[src/rtl/csc_pkg.sv]
package csc_pkg;
  typedef enum logic [1:0] {
    TC_NO_SLEEP = 2'd0,
    TC_SW_SLEEP = 2'd1,
    TC_SW_WAKE  = 2'd2,
    TC_HW_AUTO  = 2'd3
  } tc_mode_e;

  typedef enum logic [1:0] {
    DS_AWAKE    = 2'd0,
    DS_GATING   = 2'd1,
    DS_ASLEEP   = 2'd2,
    DS_UNGATING = 2'd3
  } dom_state_e;
endpackage

[src/rtl/csc_gate_slot.sv]
module csc_gate_slot #(
  parameter int unsigned LAT = 3
) (
  input  logic clk_i,
  input  logic rst_ni,
  input  logic en_req_i,
  output logic act_o,
  output logic settled_o
);
  localparam int unsigned CW = (LAT < 2) ? 1 : $clog2(LAT + 1);

  logic          cur_q, busy_q;
  logic [CW-1:0] cnt_q;

  always_ff @(posedge clk_i or negedge rst_ni) begin
    if (!rst_ni) begin
      cur_q  <= 1'b1;
      busy_q <= 1'b0;
      cnt_q  <= '0;
    end else if (busy_q) begin
      if (cnt_q == '0) begin
        cur_q  <= ~cur_q;
        busy_q <= 1'b0;
      end else begin
        cnt_q <= cnt_q - 1'b1;
      end
    end else if (en_req_i != cur_q) begin
      busy_q <= 1'b1;
      cnt_q  <= CW'(LAT - 1);
    end
  end

  // activity covers the running clock and any pending or ongoing change
  assign act_o     = cur_q | busy_q | (en_req_i != cur_q);
  assign settled_o = !busy_q && (cur_q == en_req_i);
endmodule

[src/rtl/csc_idle_mon.sv]
module csc_idle_mon #(
  parameter int unsigned WIN_W   = 4,
  parameter int unsigned PRESC_W = 4
) (
  input  logic               clk_i,
  input  logic               rst_ni,
  input  logic               arm_i,
  input  logic               restart_i,
  input  logic [WIN_W-1:0]   win_i,
  input  logic [PRESC_W-1:0] presc_i,
  output logic               idle_o
);
  logic [PRESC_W-1:0] psc_q;
  logic [WIN_W-1:0]   win_cnt_q;
  logic               tick, clear;

  assign tick  = (psc_q == presc_i);
  assign clear = !arm_i || restart_i;

  always_ff @(posedge clk_i or negedge rst_ni) begin
    if (!rst_ni) begin
      psc_q     <= '0;
      win_cnt_q <= '0;
    end else if (clear) begin
      psc_q     <= '0;
      win_cnt_q <= '0;
    end else begin
      psc_q <= tick ? '0 : psc_q + 1'b1;
      if (tick && (win_cnt_q < win_i)) win_cnt_q <= win_cnt_q + 1'b1;
    end
  end

  assign idle_o = arm_i && !restart_i && (win_cnt_q >= win_i);
endmodule

[src/rtl/clkdom_sleep_ctrl.sv]
module clkdom_sleep_ctrl
  import csc_pkg::*;
#(
  parameter int unsigned NUM_CLK   = 4,
  parameter int unsigned GATE_LAT  = 3,
  parameter int unsigned WIN_W     = 4,
  parameter int unsigned PRESC_W   = 4,
  parameter int unsigned WIN_RST   = 4,
  parameter int unsigned PRESC_RST = 3
) (
  input  logic               clk_i,
  input  logic               rst_ni,
  input  logic               warm_rst_ni,
  input  logic               cfg_we_i,
  input  logic [1:0]         cfg_mode_i,
  input  logic [WIN_W-1:0]   cfg_win_i,
  input  logic [PRESC_W-1:0] cfg_presc_i,
  input  logic               bus_act_i,
  input  logic               wake_req_i,
  output logic [1:0]         mode_o,
  output logic [WIN_W-1:0]   win_o,
  output logic [NUM_CLK-1:0] clk_en_o,
  output logic [NUM_CLK-1:0] clk_act_o,
  output logic               asleep_o
);
  localparam logic [WIN_W-1:0]   WinDef   = WIN_W'(WIN_RST);
  localparam logic [PRESC_W-1:0] PrescDef = PRESC_W'(PRESC_RST);

  tc_mode_e           mode_q;
  logic [WIN_W-1:0]   win_q;
  logic [PRESC_W-1:0] presc_q;
  dom_state_e         state_q, state_d;
  logic               gate_req, all_settled, idle, restart, arm;
  logic [NUM_CLK-1:0] settled;

  always_ff @(posedge clk_i or negedge rst_ni) begin
    if (!rst_ni) begin
      mode_q  <= TC_HW_AUTO;
      win_q   <= WinDef;
      presc_q <= PrescDef;
    end else if (!warm_rst_ni) begin
      mode_q  <= TC_HW_AUTO;
      win_q   <= WinDef;
      presc_q <= PrescDef;
    end else if (cfg_we_i) begin
      mode_q  <= tc_mode_e'(cfg_mode_i);
      win_q   <= cfg_win_i;
      presc_q <= cfg_presc_i;
    end
  end

  assign restart = bus_act_i || wake_req_i;
  assign arm     = warm_rst_ni && (mode_q == TC_HW_AUTO) && (state_q == DS_AWAKE);

  csc_idle_mon #(.WIN_W(WIN_W), .PRESC_W(PRESC_W)) u_idle_mon (
    .clk_i    (clk_i),
    .rst_ni   (rst_ni),
    .arm_i    (arm),
    .restart_i(restart),
    .win_i    (win_q),
    .presc_i  (presc_q),
    .idle_o   (idle)
  );

  assign gate_req = (state_q == DS_AWAKE) || (state_q == DS_UNGATING);

  for (genvar i = 0; i < NUM_CLK; i++) begin : g_slot
    csc_gate_slot #(.LAT(GATE_LAT)) u_slot (
      .clk_i    (clk_i),
      .rst_ni   (rst_ni),
      .en_req_i (gate_req),
      .act_o    (clk_act_o[i]),
      .settled_o(settled[i])
    );
  end

  assign all_settled = &settled;

  always_comb begin
    state_d = state_q;
    unique case (state_q)
      DS_AWAKE:
        if (mode_q == TC_SW_SLEEP || idle) state_d = DS_GATING;
      DS_GATING:
        if (all_settled) state_d = DS_ASLEEP;
      DS_ASLEEP:
        if (mode_q == TC_SW_WAKE ||
            ((mode_q == TC_NO_SLEEP || mode_q == TC_HW_AUTO) && restart))
          state_d = DS_UNGATING;
      DS_UNGATING:
        if (all_settled) state_d = DS_AWAKE;
      default: state_d = DS_AWAKE;
    endcase
  end

  // gating state is cold-reset only; warm reset leaves it alone
  always_ff @(posedge clk_i or negedge rst_ni) begin
    if (!rst_ni) state_q <= DS_AWAKE;
    else         state_q <= state_d;
  end

  assign mode_o   = mode_q;
  assign win_o    = win_q;
  assign clk_en_o = {NUM_CLK{gate_req}};
  assign asleep_o = (state_q == DS_ASLEEP);
endmodule

[config.mk]
export PLATFORM = sky130hd
export DESIGN_NAME = clkdom_sleep_ctrl
export DESIGN_NICKNAME = d
export VERILOG_FILES = /design/src/rtl/csc_pkg.sv /design/src/rtl/csc_gate_slot.sv /design/src/rtl/csc_idle_mon.sv /design/src/rtl/clkdom_sleep_ctrl.sv
export SDC_FILE = /design/constraint.sdc
export NUM_CORES = 1
export LEC_CHECK = 0
export BUFFER_PORTS_ARGS = -buffer_cell sky130_fd_sc_hd__buf_2
export CAP_MARGIN = 20
export CORE_UTILIZATION = 35
export CTS_CLUSTER_DIAMETER = 50
export DETAILED_ROUTE_END_ITERATION = 8
export PLACE_DENSITY_LB_ADDON = 0.3
export SYNTH_ARGS = -nofsm -noshare
export SYNTH_HDL_FRONTEND = slang
export SYNTH_SLANG_ARGS = --single-unit
[constraint.sdc]
create_clock -name clk_i -period 2.3 [get_ports clk_i]
set_clock_uncertainty 0.2 [all_clocks]
set_input_delay 0.23 -clock clk_i [delete_from_list [all_inputs] [get_ports clk_i]]
set_output_delay 0.23 -clock clk_i [all_outputs]
set_load 0.01 [all_outputs]
==> results of run 1 <==
synth_stat cells (2+ instances only):
cell type	number	share of area, %
dfstp_2	9	12
nand3_1	2	0.51
or3_1	5	1.6
nor2_1	10	1.9
inv_1	22	4.2
o21ai_0	6	1.5
nor2b_1	6	1.9
a21oi_1	3	0.76
o22a_1	3	1.3
clkbuf_1	2	0.38
ha_1	18	11
xnor2_1	6	2.7
mux2i_1	14	7.1
dfrtp_1	27	34
nand2b_1	4	1.3
buf_4	9	3.4
xor2_1	10	4.4
o211ai_1	4	1.5
nand2_1	9	1.7
nand4_1	2	0.63
where the power goes:
group	total [mW]	switching, mW	leakage [nW]	internal [mW]
Combinational	1.17	0.584	0.670	0.589
Clock	0.554	0.233	0.0541	0.321
Sequential	1.02	0.165	0.432	0.853
layer usage:
metal,GRT usage [%],vias up
li1,-,684
met1,15.8,642
met2,21.5,15
met3,3.33,5
met4,6.04,0
met5,0,-
path summary, 6_finish.rpt:
kind	slack, ns	startpoint	to	cells after the start
hold reg to reg	0.27	g_slot[0].u_slot.cnt_q[0]	g_slot[0].u_slot.cnt_q[0]	1
setup reg to reg	0.12	state_q[1]	state_q[0]	7
max in group asynchronous	1.02	rst_ni	u_idle_mon.win_cnt_q[0]	2
hold / removal	0.006	cfg_win_i[3]	win_o[3]	3
min in group asynchronous	0.37	rst_ni	g_slot[3].u_slot.cnt_q[1]	2
setup / recovery	0.09	state_q[1]	clk_act_o[1]	6
registers in the layout, summed over array words and instances (netlist names):
name,cells
win_o,4
u_idle_mon.win_cnt_q,4
u_idle_mon.psc_q,4
state_q,2
g_slot.u_slot.cnt_q,8
g_slot.u_slot.busy_q,4
mode_o,2
g_slot.u_slot.cur_q,4
presc_q,4
final cells by class:
| class | instances | area (µm²) |
|---|---|---|
| fillers | 512 | 2890 |
| multi-input cells | 115 | 920 |
| flip-flops and latches | 36 | 912 |
| repair buffers | 42 | 267 |
| well taps | 70 | 87.6 |
| inverters | 22 | 86.3 |
| clock buffers | 5 | 68.8 |
| clock inverters | 3 | 42.5 |
worst max-delay path: stages, from the launching register on:
cell and delay (ns):
dfrtp_1 0.39, inv_2 0.08, ha_4 0.27, buf_6 0.13, clkinvlp_4 0.11, or3_1 0.38, buf_2 0.15
logic make-up (layout without fill, tap and decap cells):
family / after synthesis / after routing / synth area share, %
multiplexers: 14 / 14 / 7.09
buffers and inverters: 33 / 72 / 7.97
AND/OR/NAND/NOR: 46 / 46 / 13.2
AO/OA/AOI/OAI: 21 / 21 / 7.15
flip-flops: 36 / 36 / 46.1
XOR/XNOR: 16 / 16 / 7.09
adder cells (fa/ha/maj): 18 / 18 / 11.4
per-stage QoR:
stage / hold slack (ns) / util [%]
after floorplan: -0.266 / -
after global placement: 0.171 / 40.9
after detailed placement: 0.164 / 40.9
after CTS: 0.00516 / 44.5
after global routing: 0.0204 / 45.2
final: 0.00589 / 45.2
what timing repair did:
action | 4_1_cts | 5_1_grt
hold buffers | 7 | 0
pin swaps | 0 | 1
buffers inserted | 1 | 2
setup endpoints to repair | 4 | 5
hold endpoints to repair | 33 | 0
gates resized for setup | 0 | 5
==> run metrics, run 1 <==
Crit path arrival time=1.78 ns; dpl ws=0.0670 ns; critical path peak fanout=6; number of core rows=26; met1 WL=between 1500 and 2000 µm; CTS tree=done; GR Util All Layers=13.0%; placer congestion estimate=0.819; ANT nets after route=0; Core Region=5270 µm²; # DRC=0; initial antenna violation count=0; root buffer cell=clkbuf_8; Unique masters post-synth=33; status=completed; CTS buffer count=5; Slew @ Worst Pin=between 0.8 and 0.9 ns; dpl cells=275; Area Growth Syn to Fin=20.6%; layout cell share with drive strength beyond 1=26.5%; commonest non-fill, non-tap cell in the layout=buf_2; Final period util=96.2%; WL/cell=12.2 µm; Avg Inst Size Synth=10.7 µm²; Total Power=about 2.7 mW; port bufs=30; Finish-stage setup viols=0; Rel. slew slack=46.2%; highest metal used=met4; fin nets=256; via count=1346; Chip Width=77.2 µm; Synth Register Bits=36; number of global-route vias before repair=around 1400; fin crit period=2.21 ns; Leak=between 1 and 1.5 nW; final setup TNS=0 ns; initial DRC count=65; H-tree depth=2; Vias/cell=4.59; RSZ-0062 raised after global routing=false; Synthesized Nets=218; Final Cell Area=2380 µm²; Syn Inst Count=184; max cap viols=0; warnings from Yosys=0; hold crit path type=input pin to flop; I/O Pins=31; Achievable Freq=approximately 0.45 GHz; clock tree sinks=36; worst setup path class=flop to primary output; ant diodes=0; required time worst endpoint=1.87 ns; Power Dens Cells=1150 nW/µm²; Final HPWL DP=2530 µm; Pre-Repair DR Iteration Count=4; Post-synth EDFFs=0; final WL=approximately 3600 µm; Final Non-Filler Cells=293; Initial Util=37.5%; deepest clock path buffer count=2; largest vdd supply drop=0.000421 V; Crit. End Element=primary output; clock transition at the registers of the reported paths=0.08 ns; asr flop ratio synth=100%; final worst slack=0.0878 ns; Die Y=between 70 and 80 µm; Remaining Overflow, GRT=0; sequential share of the synthesized area=46.1%; Met2 Wirelength=1680 µm; largest net degree at the start of global routing=37; Hold Vio Cnt, Final=0; Startpoint Class=flop; met3 wire length=between 70 and 80 µm; most frequent cells in the layout=30 x buf_2, 27 x dfrtp_1, 19 x inv_1; die area=5950 µm²; placed cell area=2150 µm²; Post-synth top flop=dfrtp_1; Final Slew Violations=0; Cell Area, Synth=1980 µm²; first-pass GRT wire length=6060 µm; Clk Latency, worst-skew pair=about 0.29 ns
No activity file was read; power rests on OpenSTA's default activity.
==> run 2, diff against run 1 <==
Settings changed: CORE_UTILIZATION 35 to 45.
==> run 2 against run 1 <==
  * Maximum frequency fell by 0.78%
  * First-iteration DRC count decreased by 23%
  * Design area down 3.4%
  * Global-route usage grew 3.5 points
  * Count of clock-buffer cells in the layout is 1 higher
  * Power shrank 5.9%
  * Setup slack got worse by 0.017 ns
  * Clock power is 24% lower
  * Critical path depth stayed put
  * Via count barely moved
==> run metrics, run 2 (synthesized netlist as in run 1, its figures left out) <==
I/O Pins=31; clock tree sinks=36; placed cell area=2120 µm²; Remaining Overflow, GRT=0; CTS tree=done; Final Slew Violations=0; clock transition at the registers of the reported paths=roughly 0.07 ns; Chip Width=68.3 µm; via count=1345; Startpoint Class=flop; GR Util All Layers=16.5%; Achievable Freq=0.449 GHz; Area Growth Syn to Fin=16.5%; Crit. End Element=primary output; number of core rows=23; deepest clock path buffer count=2; die area=~4700 µm²; Final Cell Area=2300 µm²; Largest register FFs=8; largest net degree at the start of global routing=37; Rel. slew slack=45.7%; H-tree depth=2; required time worst endpoint=about 1.9 ns; Die Y=68.3 µm; Final HPWL DP=around 2400 µm; Crit path arrival time=between 1.5 and 2 ns; commonest non-fill, non-tap cell in the layout=buf_2; Biggest register=g_slot.u_slot.cnt_q; Slew @ Worst Pin=between 0.8 and 0.9 ns; critical path peak fanout=6; most frequent cells in the layout=30 x buf_2, 27 x dfrtp_1, 21 x inv_1; placer congestion estimate=0.779; final setup TNS=0 ns; root buffer cell=clkbuf_8; final WL=roughly 3400 µm; Leak=1.13 nW; max cap viols=0; hold crit path type=input pin to flop; fin nets=254; Clk Latency, worst-skew pair=0.28 ns; WHS=0.00618 ns; WL/cell=12.6 µm; Finish-stage setup viols=0; Vias/cell=4.98; layout cell share with drive strength beyond 1=25.0%; worst setup path class=flop to primary output; first-pass GRT wire length=5570 µm; Power Dens Cells=1120 nW/µm²; number of global-route vias before repair=1284; Hold Vio Cnt, Final=0; Pre-Repair DR Iteration Count=4; ANT nets after route=0; fin crit period=2.23 ns; Total Power=2.58 mW; largest vdd supply drop=about 0.00064 V; # DRC=0; CTS buffer count=5; Final period util=96.9%; ant diodes=0; Initial Util=48.0%; initial DRC count=50; initial antenna violation count=0; port bufs=30; status=completed; Core Region=4120 µm²
## run 2: changes by cell type in the layout (fill, tap and decap cells not counted)
cell	delta
dlygate4sd3_1	-1
bufinv_16	-1
clkbuf_1	+1
dlymetal6s2s_1	-1
clkinvlp_4	-1
inv_1	+2
inv_2	-2
## run 2: worst max-delay path, stage by stage (launching register included)
cell        delay (ns)
dfrtp_1           0.35
inv_1             0.11
ha_4              0.29
buf_6             0.13
clkinvlp_4        0.11
or3_1             0.39
buf_2             0.15
## run 2: through the flow
| step | utilization, % | setup slack [ns] | cells |
|---|---|---|---|
| floorplan | - | 0.121 | 184 |
| global route | 55.9 | -0.00318 | 270 |
| global placement | 51.6 | 0.180 | 254 |
| finish | 55.9 | 0.0704 | 270 |
| CTS | 55.5 | 0.0196 | 270 |
| detailed placement | 51.6 | 0.139 | 254 |
## run 2: path summary, 6_finish.rpt
path / end / cells past startpoint / slack, ns / startpoint
worst max-delay path: clk_act_o[1] / 6 / 0.07 / state_q[1]
worst min-delay path: presc_q[0] / 2 / 0.006 / warm_rst_ni
worst max register to register: state_q[0] / 7 / 0.17 / state_q[1]
worst min register to register: g_slot[3].u_slot.cnt_q[0] / 1 / 0.28 / g_slot[3].u_slot.cnt_q[0]
max in group asynchronous: state_q[0] / 2 / 1.01 / rst_ni
min in group asynchronous: win_o[0] / 2 / 0.37 / rst_ni
## run 2: repair_timing
action                                  CTS  global route
hold endpoints to repair                 32             0
buffers inserted                          3             0
gates resized for setup                   1             2
endpoints found under the setup margin    4             4
hold buffers                              6             0
## run 2: report_power, final
| group | total, mW | internal [mW] | switching [mW] |
|---|---|---|---|
| sequential | 1.01 | 0.853 | 0.152 |
| clock | 0.421 | 0.206 | 0.215 |
| combinational | 1.15 | 0.575 | 0.580 |
## run 2: metal layers
| metal | part of all wire (%) | vias up | GRT usage, % |
|---|---|---|---|
| met3 | 4.4 | 7 | 4.33 |
| li1 | - | 683 | - |
| met4 | 1.6 | 0 | 7.03 |
| met2 | 46 | 29 | 27.6 |
| met1 | 48 | 626 | 20.0 |
| met5 | 0 | - | 0 |
## run 2: cell type report
cell class,instances,area [µm²]
Clock inverter,1,5.00
Timing Repair Buffer,40,244
Multi-Input combinational cell,115,920
Tap cell,50,62.6
Inverter,22,86.3
Fill cell,365,1810
Sequential cell,36,912
Clock buffer,6,72.6
==> run 3, diff against run 2 <==
==> constraint.sdc (replaced) <==
create_clock -name clk_i -period 2.3 [get_ports clk_i]
set_clock_uncertainty 0.2 [all_clocks]
set_input_delay 0.46 -clock clk_i [delete_from_list [all_inputs] [get_ports clk_i]]
set_output_delay 0.46 -clock clk_i [all_outputs]
set_load 0.01 [all_outputs]
==> run 3 against run 2 <==
  * Count of clock-buffer cells in the layout increased by 1
  * Routed wire length decreased by 2.5%
  * Cell count decreased by 1.5%
==> run metrics, run 3 (synthesized netlist as in run 1, its figures left out) <==
number of global-route vias before repair=1280; Final period util=98.0%; max cap viols=0; CP delay by family, top=simple AND/OR/NAND/NOR gates; Power Dens Cells=1170 nW/µm²; critical path, cell by cell=inv_2 -> ha_4 -> inv_4 -> or3_4 -> buf_2; Vias/cell=roughly 5; largest vdd supply drop=0.000633 V; R2R Path Start=state_q[1]; # DRC=0; worst setup path class=flop to primary output; placed cell area=2130 µm²; Area Growth Syn to Fin=15.7%; Final Slew Violations=0; layout cell share with drive strength beyond 1=between 20% and 30%; fin nets=250; Crit. End Element=primary output; clock transition at the registers of the reported paths=0.07 ns; final WL=3310 µm; Biggest register=g_slot.u_slot.cnt_q; die area=4660 µm²; critical path buffer and inverter count=3; commonest non-fill, non-tap cell in the layout=buf_2; Remaining Overflow, GRT=0; hold crit path type=input pin to asynchronous set/reset pin; Hold Vio Cnt, Final=0; largest net degree at the start of global routing=37; RR Endpoint=state_q[1]; GR Util All Layers=16.2%; Core Region=4120 µm²; port bufs=30; critical path peak fanout=9; deepest clock path buffer count=2; fin crit period=2.25 ns; initial DRC count=34; Initial Util=48.0%; number of core rows=23; Rel. slew slack=46.2%; required time worst endpoint=between 1.5 and 2 ns; r2r worst-path depth=7; Largest register FFs=8; via count=1334; crit path max-delay cell type=or3_4; Leak=1.13 nW; first-pass GRT wire length=about 5500 µm; Crit path arrival time=1.59 ns; Worst R2R Setup Slack=roughly 0.13 ns; Chip Width=68.3 µm; Slew @ Worst Pin=between 0.8 and 0.9 ns; I/O Pins=31; clock tree sinks=36; Final HPWL DP=2420 µm; CTS tree=done; hold buffer count at cts=0; most frequent cells in the layout=29 x buf_2, 27 x dfrtp_1, 20 x inv_1; status=completed; Clk Latency, worst-skew pair=0.29 ns; ant diodes=0; Achievable Freq=about 0.44 GHz; CP peak stage delay=0.38 ns; placer congestion estimate=0.762; WHS=0.0628 ns; WL/cell=12.5 µm; Die Y=68.3 µm; root buffer cell=clkbuf_8; Pre-Repair DR Iteration Count=4; Final Cell Area=~2300 µm²; Startpoint Class=flop; CTS buffer count=5; initial antenna violation count=0; Finish-stage setup viols=0; H-tree depth=2; ANT nets after route=0
## run 3: cell types whose count changed in the layout (fill, tap and decap cells not counted), moves of 2 or more
cell	before	now
or3_1	5	3
or3_4	0	2
buf_4	3	6
dlygate4sd3_1	6	0
clkbuf_8	5	7
## run 3: power breakdown
group	switching [mW]	total [mW]	internal (mW)	leakage (nW)
Sequential	0.159	1.01	0.854	0.432
Clock	0.214	0.480	0.267	0.0503
Combinational	0.591	1.19	0.596	0.647
Total	0.963	2.68	1.72	1.13
## run 3: worst max-delay path by stage
stage / from / endpoint / cells after the start
after floorplan: state_q[0] / state_q[1] / 8
after global placement: state_q[1] / state_q[1] / 7
after global routing: state_q[1] / clk_act_o[1] / 5
final: state_q[1] / clk_act_o[3] / 5
after CTS: state_q[1] / clk_act_o[1] / 5
after detailed placement: state_q[1] / state_q[1] / 7
## run 3: stage by stage
stage	total power [mW]	setup WS (ns)	TNS (ns)	std cells	utilization (%)
finish	2.68	0.0468	0	266	55.6
global route	2.91	-0.0000893	-0.0000893	266	55.6
CTS	2.64	0.0263	0	264	54.8
detailed placement	2.08	0.0869	0	255	51.7
global placement	2.06	0.172	0	255	51.7
floorplan	1.90	0.121	0	184	-
## run 3: layout make-up
| type | instances | area [µm²] |
|---|---|---|
| Sequential cell | 36 | 912 |
| Timing Repair Buffer | 36 | 201 |
| Tap cell | 50 | 62.6 |
| Fill cell | 371 | 1830 |
| Multi-Input combinational cell | 115 | 930 |
| Inverter | 22 | 85.1 |
| Clock buffer | 7 | 96.3 |
## run 3: timing repair
item,in CTS,in global routing
gates resized for setup,3,4
buffers inserted,2,2
endpoints found under the hold margin,0,0
endpoints found under the setup margin,4,4
## run 3: routing by layer
metal	vias up	share of wire [%]	global-route usage [%]
li1	670	-	-
met1	630	49	19.7
met2	27	45	25.9
met3	7	4.2	4.50
met4	0	1.8	8.59
met5	-	0	0
